$ cat config.mk
export PLATFORM = sky130hd
export DESIGN_NAME = pt_xlate
export DESIGN_NICKNAME = d
export VERILOG_FILES = /design/src/rtl/pt_xlate.sv
export SDC_FILE = /design/constraint.sdc
export NUM_CORES = 1
export LEC_CHECK = 0
export BUFFER_PORTS_ARGS = -buffer_cell sky130_fd_sc_hd__buf_2
export CAP_MARGIN = 40
export CORE_MARGIN = 5
export CORE_UTILIZATION = 60
export CTS_CLUSTER_SIZE = 10
export DETAILED_ROUTE_END_ITERATION = 10
export GPL_TIMING_DRIVEN = 0
export PLACE_DENSITY = 0.9
export SYNTH_ARGS = -nofsm -noshare
export SYNTH_HDL_FRONTEND = slang
export SYNTH_SLANG_ARGS = --single-unit
$ cat constraint.sdc
create_clock -name clk -period 5.6 [get_ports clk]
set_clock_uncertainty 0.1 [all_clocks]
set_input_delay 0.56 -clock clk [delete_from_list [all_inputs] [get_ports clk]]
set_output_delay 0.56 -clock clk [all_outputs]
set_load 0.05 [all_outputs]
$ cat src/rtl/pt_xlate.sv
module pt_xlate #(
  parameter int VA_W  = 16,
  parameter int OFF_W = 12,
  parameter int PFN_W = 16,
  parameter int N_ENT = 10,
  localparam int VPN_W = VA_W - OFF_W,
  localparam int IDX_W = (N_ENT > 1) ? $clog2(N_ENT) : 1,
  localparam int PA_W  = PFN_W + OFF_W
) (
  input  logic             clk,
  input  logic             rst_n,
  input  logic             req_valid,
  input  logic [VA_W-1:0]  req_vaddr,
  input  logic             req_write,
  input  logic             req_fetch,
  output logic             rsp_valid,
  output logic [PA_W-1:0]  rsp_paddr,
  output logic             rsp_seg_fault,
  output logic             rsp_page_fault,
  output logic             rsp_nx_fault,
  input  logic             sw_wr_en,
  input  logic [VPN_W-1:0] sw_wr_idx,
  input  logic [PFN_W-1:0] sw_wr_pfn,
  input  logic             sw_wr_resident,
  input  logic             sw_wr_noexec,
  input  logic             sw_clr_en,
  input  logic [VPN_W-1:0] sw_clr_idx,
  input  logic             sw_clr_used,
  input  logic             sw_clr_dirty,
  input  logic [VPN_W-1:0] sw_rd_idx,
  output logic [PFN_W-1:0] sw_rd_pfn,
  output logic             sw_rd_resident,
  output logic             sw_rd_noexec,
  output logic             sw_rd_used,
  output logic             sw_rd_dirty
);

  logic [PFN_W-1:0] pfn_q [N_ENT];
  logic [N_ENT-1:0] res_q, nx_q, used_q, dirty_q;
  logic [N_ENT-1:0] used_d, dirty_d;

  logic [VPN_W-1:0] vpn;
  logic [IDX_W-1:0] idx, rd_idx;
  logic             in_rng, e_res, e_nx, f_seg, f_pf, f_nx, ok;

  assign vpn    = req_vaddr[VA_W-1:OFF_W];
  assign idx    = IDX_W'(vpn);
  assign in_rng = 32'(vpn) < N_ENT;
  assign e_res  = in_rng & res_q[idx];
  assign e_nx   = in_rng & nx_q[idx];

  assign f_seg = req_valid & ~in_rng;
  assign f_pf  = req_valid & in_rng & ~e_res;
  assign f_nx  = req_valid & e_res & req_fetch & e_nx;
  assign ok    = req_valid & e_res & ~(req_fetch & e_nx);

  for (genvar i = 0; i < N_ENT; i++) begin : g_flag
    logic wr_i, clr_i, hit_i;
    assign wr_i  = sw_wr_en  && (32'(sw_wr_idx) == i);
    assign clr_i = sw_clr_en && (32'(sw_clr_idx) == i);
    assign hit_i = ok && (32'(vpn) == i);
    assign used_d[i]  = hit_i |
                        (used_q[i] & ~wr_i & ~(clr_i & sw_clr_used));
    assign dirty_d[i] = (hit_i & req_write) |
                        (dirty_q[i] & ~wr_i & ~(clr_i & sw_clr_dirty));
  end

  always_ff @(posedge clk) begin
    if (!rst_n) begin
      used_q  <= '0;
      dirty_q <= '0;
      res_q   <= '0;
      nx_q    <= '0;
      for (int i = 0; i < N_ENT; i++) pfn_q[i] <= '0;
    end else begin
      used_q  <= used_d;
      dirty_q <= dirty_d;
      for (int i = 0; i < N_ENT; i++) begin
        if (sw_wr_en && (32'(sw_wr_idx) == i)) begin
          pfn_q[i] <= sw_wr_pfn;
          res_q[i] <= sw_wr_resident;
          nx_q[i]  <= sw_wr_noexec;
        end
      end
    end
  end

  always_ff @(posedge clk) begin
    if (!rst_n) begin
      rsp_valid      <= 1'b0;
      rsp_paddr      <= '0;
      rsp_seg_fault  <= 1'b0;
      rsp_page_fault <= 1'b0;
      rsp_nx_fault   <= 1'b0;
    end else begin
      rsp_valid      <= req_valid;
      rsp_paddr      <= ok ? {pfn_q[idx], req_vaddr[OFF_W-1:0]} : '0;
      rsp_seg_fault  <= f_seg;
      rsp_page_fault <= f_pf;
      rsp_nx_fault   <= f_nx;
    end
  end

  logic rd_ok;
  assign rd_ok          = 32'(sw_rd_idx) < N_ENT;
  assign rd_idx         = IDX_W'(sw_rd_idx);
  assign sw_rd_pfn      = rd_ok ? pfn_q[rd_idx] : '0;
  assign sw_rd_resident = rd_ok & res_q[rd_idx];
  assign sw_rd_noexec   = rd_ok & nx_q[rd_idx];
  assign sw_rd_used     = rd_ok & used_q[rd_idx];
  assign sw_rd_dirty    = rd_ok & dirty_q[rd_idx];

endmodule

# Word level (Yosys, flattened, before mapping)

Memory sizes are Yosys's and may differ from the RTL's. A register that Yosys moved wholly into a read port is not among the register bits.
Index checks and enable logic that the tools add are counted.

Order comparisons: 4
Equality and inequality tests: 27
Mux-type cells: 54
Bitwise operators: 147
Reduce and logical (&&, ||, !) cells: 35

Operators by type and width:

| cell                                                                 | count |
|---|---|
| 16-bit 2-to-1 mux                                                    | 11 |
| 1-bit bitwise AND                                                    | 84 |
| 4-bit by 3-bit == test with 1-bit output, second input constant      | 12 |
| 1-bit 2-to-1 mux                                                     | 37 |
| 1-bit NOT                                                            | 33 |
| 1-bit logical AND                                                    | 30 |
| 1-bit bitwise OR                                                     | 30 |
| 1-bit binary-select mux with 4-bit select                            | 6 |
| 4-bit by 2-bit == test with 1-bit output, second input constant      | 6 |
| 4-bit == test, second input constant                                 | 6 |
| 4-bit by 1-bit == test with 1-bit output, second input constant      | 3 |
| 4-bit logical NOT                                                    | 3 |
| 4-bit by 5-bit < comparator with 1-bit output, second input constant | 2 |
| 4-bit < comparator, second input constant                            | 2 |
| 2-bit AND reduction                                                  | 1 |
| 1-bit logical NOT                                                    | 1 |

Flip-flop bits (word level): 72
Memory bits (writable): 160
Bits of input ports: 55
Output and inout port bits: 52
Word-level logic and storage cells: 295
Memories: 1

Memories:

| name  | words | bits a word | read ports | clocked after memory_dff | write ports | RTL line | source |
|---|---|---|---|---|---|---|---|
| pfn_q | 10    | 16          | 2          | 1                        | 10          | 38       | `logic [PFN_W-1:0] pfn_q [N_ENT];` |

# Depth between registers and ports, before layout

Gate-level depths: netlist of run 1.

Depth after elaboration: 9
Gate-level depth with buffers: 7
Depth with buffers taken out: 5

# Worst setup path before layout of run 1

No wires, ideal clock.

Kind: input port to output port
Start point: input sw_rd_idx[0]
End point: output sw_rd_dirty
Arrival time: 2.372 ns
Required time: 4.940 ns
Setup slack: 2.568 ns
Cell stages on the path: 6
Buffers on the path: 3
Cell sequence: clkbuf_1 buf_2 buf_2 mux4_2 nand2_1 a21oi_1

Word-level cells in the longest chain between the ends: 3
Elaborated cells on any way between the ends: 4
Those cells by class: 1 x order compare; 2 x mux; 1 x bitwise

Ends and longest elaborated chain:

| element                                   | RTL line | source |
|---|---|---|
| start: declaration                        | 30       | `input logic [VPN_W-1:0] sw_rd_idx,` |
| 1-bit binary-select mux with 4-bit select | 111      | `assign sw_rd_dirty = rd_ok & dirty_q[rd_idx];` |
| 1-bit 2-to-1 mux (implied by the code)    | 111      |  |
| 1-bit bitwise AND (*)                     | 111      |  |
| end: declaration                          | 35       | `output logic sw_rd_dirty` |

Mark *: on every way between the ends. The rest lies on a longest branch, timed or not. The select of a mux whose other input is x is not followed.

# Worst setup path after layout of run 1

Start point: input sw_rd_idx[1]
End point: output sw_rd_pfn[4]

Word-level cells in the longest chain between the ends: 2
Elaborated cells on any way between the ends: 3
Those cells by class: 1 x order compare; 1 x mux; 1 x memory

Ends and longest elaborated chain:

| element                                                  | RTL line | source |
|---|---|---|
| memory 10 x 16 bit or 4-bit < comparator (tied branches) | -        |  |
| 16-bit 2-to-1 mux (*)                                    | 107      | `assign sw_rd_pfn = rd_ok ? pfn_q[rd_idx] : '0;` |
| end: declaration                                         | 31       | `output logic [PFN_W-1:0] sw_rd_pfn,` |

Mark *: on every way between the ends. The rest lies on a longest branch, timed or not.

==> results of run 1 <==
kinds of logic after synthesis:
family,Yosys count
AO/OA/AOI/OAI,125
flip-flops,232
buffers and inverters,79
multiplexers,139
AND/OR/NAND/NOR,313
critical path, delay by kind of cell:
| kind | cells | cell delay, ps |
|---|---|---|
| compound gates | 2 | 770 |
| buf+inv | 4 | 1600 |
| simple gates | 1 | 140 |
final cells by class:
cell class              instances  share of cell area, %
multi-input cells             577                   38.0
well taps                     265                   2.50
inverters                      13                  0.368
clock buffers                  48                   5.76
diodes                          1                 0.0189
flip-flops and latches        232                   47.1
clock inverters                 1                  0.151
repair buffers                100                   3.77
plain buffers                  66                   2.31
layout by cell type (no fill, tap or decap), types with 2 or more instances in the layout:
master / instances
nand3b_1: 5
inv_1: 12
nand3_1: 13
o31ai_1: 11
o21ai_0: 6
mux2_2: 40
buf_4: 4
nor2b_1: 6
a21oi_1: 36
o311ai_2: 2
edfxtp_1: 160
nand2b_1: 3
o21a_1: 4
mux2i_1: 26
or3_1: 3
buf_2: 117
buf_6: 3
o2111ai_1: 4
o31a_1: 2
and3_1: 17
nor3b_1: 13
a221oi_1: 20
a22o_1: 14
mux4_2: 72
or3b_2: 3
nor3_1: 19
nand4_1: 5
dfxtp_1: 72
nand2_1: 37
o22ai_1: 4
clkbuf_16: 27
and2_1: 145
o211ai_1: 11
clkbuf_1: 61
o41ai_1: 4
nor2_1: 40
stage by stage:
stage          std cells  total power [mW]  util, %  worst slack, ps  hold slack (ps)
2_1_floorplan        888              2.31        -             2570              359
3_3_place_gp        1253              2.46     64.8             2100              375
3_5_place_dp        1253              2.48     64.8             2040              387
4_1_cts             1302              4.05     68.8             2010              161
5_1_grt             1302              4.18     68.8             1900              164
6_report            1303              4.07     68.9             1870              159
power by group through the flow:
stage	clock [mW]	sequential (mW)	combinational, mW
after global routing	1.68	1.96	0.536
after floorplan	0	1.98	0.328
after CTS	1.60	1.95	0.502
after global placement	0	1.97	0.484
final	1.60	1.96	0.515
after detailed placement	0	1.98	0.496
metal layers:
metal | GRT usage (%) | part of all wire, %
met1 | 39.0 | 35
met2 | 48.2 | 47
met3 | 7.54 | 14
met4 | 11.4 | 4.3
met5 | 0 | 0.039
path summary, 6_finish.rpt:
check,from,end,slack (ps),cells past startpoint
setup / recovery,sw_rd_idx[1],sw_rd_pfn[4],1870,7
setup reg to reg,nx_q[7],used_q[5],3430,5
hold reg to reg,dirty_q[8],dirty_q[8],400,2
hold / removal,req_vaddr[10],rsp_paddr[10],160,2
flip-flops by register name, indices dropped and copies added, names as in the netlist:
name and flops:
rsp_seg_fault 1, rsp_nx_fault 1, nx_q 10, rsp_valid 1
used_q 10, res_q 10, rsp_page_fault 1, dirty_q 10
pfn_q 160, rsp_paddr 28
==> summary.txt, run 1 <==
Finish
  – NumNets Final: 1072
  – Fill cells: 1330
  – Register area: 6250 µm²
  – Final instance area: 13300 µm²
  – Area grow syn2layout: 13.9%
  – Multi-input gate area: 5050 µm²
  – Share of layout cells above drive strength 1: 26.7%

Yosys
  – Largest cells by area after synthesis: edfxtp_1 41%, mux4_2 14%, dfxtp_1 12%, and2_1 7.8%, mux2_2 3.9%
  – Synth unique cells: 49
  – XOR/XNOR share of the synthesized area: 0%
  – Multiplexer share of the synthesized area: 20.1%
  – Post-synth ARST share: 0%
  – Flops & latches, synth: 232
  – Synth Warn #: 0
  – Cell count after synthesis: 888
  – Seq/Total Area, Yosys: 53.6%
  – Post-synth top area cell: edfxtp_1
  – Top cell type's share of synthesized area: 41.2%
  – Most common flop cell mapped by yosys: edfxtp_1
  – Post-Synth Adder-Cell Area: 0%
  – Post-synthesis simple-gate area fraction: 15.2%
  – Top-count cell post-synth: edfxtp_1
  – Average size of a mapped cell: 13.1 µm²
  – Largest family of logic cells by synthesized area: multiplexers
  – Count of flip-flops with a built-in enable after synthesis: 160
  – Mapped Area: 11600 µm²
  – Synthesized Nets: 943
  – Compound-Gate Fraction of Synth Area: 8.04%
  – Top post-synthesis cells by count: 160 x edfxtp_1, 145 x and2_1, 72 x dfxtp_1, 72 x mux4_2, 41 x clkbuf_1

Power and ir drop
  – Sequential share of power: 48.0%
  – Total power per unit cell area: 307 nW/µm²
  – Maximum vdd ir drop: 0.000210 V
  – Cell internal pwr: 3.02 mW
  – Clock power frac: 39.3%
  – Static Leak: 4.90 nW
  – Psw: 1.06 mW
  – Sw frac: 26.0%
  – Logic pwr share: 12.6%

Placement
  – Post-DP HPWL: 23200 µm
  – Port buffer count: 100
  – DP Area: 12500 µm²
  – GPL Wtd Cong: 0.996

Floorplan
  – Starting Density: 60.5%
  – Core area: 19300 µm²
  – Die height: 149 µm
  – Die W: 149 µm
  – IO Pins: 107
  – FP Rows: 51
  – Die area: 22300 µm²

CTS
  – TritonCTS clock tree: done
  – CTS clock-pin slew for the worst setup and hold paths: 60 ps
  – CTS Hold Bufs: 0
  – Post CTS Setup Buffer Count: 0
  – CTS root buffer: clkbuf_16
  – Num CTS Buffers: 27
  – H-tree depth: 1
  – Clock Tree Buf Depth: 3
  – Post-CTS sizing: 0
  – Sink Count: 232
  – Worst skew pair latency: 550 ps

Global routing
  – Vias in the first global route: 8519
  – Largest net degree at the start of global routing: 19
  – Tot GR Track Use: 29.7%
  – Grt ovf: 0
  – First-pass GRT wire length: 50200 µm
  – Antenna violations before repair: 1

Job
  – MaxCap Viol Count: 0

Detailed routing
  – Final ANT Viol Nets: 0
  – Vias: 8691
  – Residual DRC: 0
  – Wire length per cell: 25.6 µm
  – 1st-iter DRT viols: 1131
  – DR vias/cell: 6.67
  – DRT Wirelength: 33300 µm
  – DR pass1 iterations: 5

Worst setup path
  – Crit path kind: input port to output pin
  – Max FO, Critical Path: 10
  – WP data required: 4940 ps
  – CP most frequent cell: clkbuf_1
  – Crit-path slowest cell: clkbuf_1
  – Crit end category: output pin
  – Worst Path Arrival: 3070 ps
  – Critical Path Start Type: input port
  – Critical-path cell list: clkbuf_1 -> clkbuf_1 -> nor2_1 -> clkbuf_1 -> a221oi_1 -> a21oi_1 -> buf_2
  – Max stage delay on crit path: 640 ps

STA
  – RSZ-0062 raised after global routing: false
  – Tcrit/Tclk final: 66.7%
  – Fin crit period: 3730 ps
  – Max_slew headroom: 36.6%
  – Final Max Tran Viols: 0
  – Final setup violation count: 0
  – Fin. Hold Viols: 0
  – Worst slew pin tran: 944 ps
  – Setup_tns: 0 ps
  – Fmax: 268 MHz

Worst hold path
  – Worst min path class: input port to register

Run status
  – Run status: complete, no violations
No activity file was read; power rests on OpenSTA's default activity.
==> run 2: changes to the inputs <==
--- a/config.mk
+++ b/config.mk
@@ -8,11 +8,11 @@
 export BUFFER_PORTS_ARGS = -buffer_cell sky130_fd_sc_hd__buf_2
 export CAP_MARGIN = 40
 export CORE_MARGIN = 5
-export CORE_UTILIZATION = 60
+export CORE_UTILIZATION = 54
 export CTS_CLUSTER_SIZE = 10
 export DETAILED_ROUTE_END_ITERATION = 10
 export GPL_TIMING_DRIVEN = 0
-export PLACE_DENSITY = 0.9
+export PLACE_DENSITY = 0.86
 export SYNTH_ARGS = -nofsm -noshare
 export SYNTH_HDL_FRONTEND = slang
 export SYNTH_SLANG_ARGS = --single-unit
==> constraint.sdc (replaced) <==
create_clock -name clk -period 3.3 [get_ports clk]
set_clock_uncertainty 0.1 [all_clocks]
set_input_delay 0.33 -clock clk [delete_from_list [all_inputs] [get_ports clk]]
set_output_delay 0.33 -clock clk [all_outputs]
set_load 0.05 [all_outputs]
==> summary.txt, run 2 (synthesis gave the netlist of run 1 again) <==
Finish
  – Most common cell after layout, fill and taps aside: edfxtp_1
  – NumNets Final: 1085
  – Largest regs: pfn_q x160, rsp_paddr x28
  – Final instance area: 13400 µm²
  – Area grow syn2layout: 15.0%
  – Biggest register: pfn_q
  – Share of layout cells above drive strength 1: 26.5%
  – Number of antenna diodes: 0
  – Highest-count cells in the layout ignoring fill and taps: 160 x edfxtp_1, 145 x and2_1, 118 x buf_2
  – Max reg flops: 160

STA
  – Worst slew pin tran: 957 ps
  – Max_slew headroom: 35.7%
  – Fin crit period: 3200 ps
  – Final Max Tran Viols: 0
  – Tcrit/Tclk final: 97.1%
  – Fin. Hold Viols: 0
  – RSZ-0062 raised after global routing: false
  – Worst hold slack: 63.1 ps
  – Final setup violation count: 0
  – Fmax: 312 MHz
  – Setup_tns: 0 ps

Worst setup path
  – R2R setup slack: 1160 ps
  – Worst r2r dst: dirty_q[1]
  – RR Startpoint: nx_q[7]
  – Max FO, Critical Path: 10
  – Crit end category: output pin
  – Critical Path Start Type: input port
  – R2R depth: 5
  – Worst Path Arrival: 2770 ps
  – Crit path kind: input port to output pin
  – WP data required: 2870 ps

Detailed routing
  – DR vias/cell: 6.39
  – Final ANT Viol Nets: 0
  – DRT Wirelength: 32500 µm
  – Wire length per cell: 24.5 µm
  – 1st-iter DRT viols: 1175
  – Residual DRC: 0
  – DR pass1 iterations: 5
  – Vias: 8463

CTS
  – TritonCTS clock tree: done
  – Worst skew pair latency: 530 ps
  – CTS clock-pin slew for the worst setup and hold paths: 60 ps
  – CTS root buffer: clkbuf_16
  – CTS Hold Bufs: 12
  – Post-CTS sizing: 0
  – Post CTS Setup Buffer Count: 0
  – H-tree depth: 1
  – Num CTS Buffers: 27
  – Clock Tree Buf Depth: 3
  – Sink Count: 232

Placement
  – Post-DP HPWL: 23500 µm
  – GPL Wtd Cong: 0.995
  – Port buffer count: 100
  – DP Area: 12500 µm²

Global routing
  – Antenna violations before repair: 0
  – First-pass GRT wire length: 48700 µm
  – Largest net degree at the start of global routing: 19
  – Vias in the first global route: 8321
  – Grt ovf: 0
  – Tot GR Track Use: 26.3%

Power and ir drop
  – Maximum vdd ir drop: 0.000355 V
  – Static Leak: 4.95 nW
  – Total power per unit cell area: 513 nW/µm²
  – Power, Total: 6.88 mW

Floorplan
  – Die area: 24600 µm²
  – Die W: 157 µm
  – Die height: 157 µm
  – FP Rows: 53
  – Core area: 21200 µm²
  – Starting Density: 55.1%
  – IO Pins: 107

Worst hold path
  – Worst min path class: input port to register
  – Hold path depth: 3
  – Worst hold path endpoint: dirty_q[1]
  – Startpoint of the worst hold path: req_write

Run status
  – Run status: complete, no violations

Job
  – MaxCap Viol Count: 0
-- run 2: how the worst max path moves through the flow --
stage | startpoint | end | depth (start not counted)
finish | sw_rd_idx[1] | sw_rd_pfn[3] | 7
global route | sw_rd_idx[0] | sw_rd_pfn[3] | 7
global placement | sw_rd_idx[0] | sw_rd_pfn[3] | 7
CTS | sw_rd_idx[0] | sw_rd_pfn[3] | 7
floorplan | sw_rd_idx[0] | sw_rd_dirty | 6
detailed placement | sw_rd_idx[0] | sw_rd_pfn[3] | 7
-- run 2: metal layers --
metal  routed length (µm)  up-vias  GRT usage [%]
met3                 4430       83           6.78
met1                11700     4084           35.0
met5                    0        -              0
met4                 1060        0           8.06
li1                     -     3683              -
met2                15300      613           42.7
-- run 2: cell type report --
class,count,area (µm²)
fill,1489,7760
clock buffer,48,764
timing repair buffer,113,626
inverter,13,48.8
buffer,66,307
tap,275,344
multi-input combinational,577,5050
sequential,232,6250
clock inverter,1,8.76
-- run 2: power by group --
group | internal, mW | leakage [nW] | switching [mW]
Sequential | 3.24 | 2.11 | 0.0700
Clock | 1.55 | 0.368 | 1.14
Combinational | 0.326 | 2.47 | 0.550
Total | 5.12 | 4.95 | 1.76
-- run 2: worst max-delay path: stages --
cell and delay, ps:
clkbuf_1 360, clkbuf_1 630, nor2_1 140, clkbuf_1 330, a221oi_1 560, a21oi_1 150, buf_2 260
-- run 2: per-stage QoR --
stage	instances	util [%]	setup WS, ps
6_report	1325	63.3	96.3
2_1_floorplan	888	-	728
4_1_cts	1325	63.3	180
3_3_place_gp	1263	59.1	217
3_5_place_dp	1264	59.1	171
5_1_grt	1325	63.3	79.4
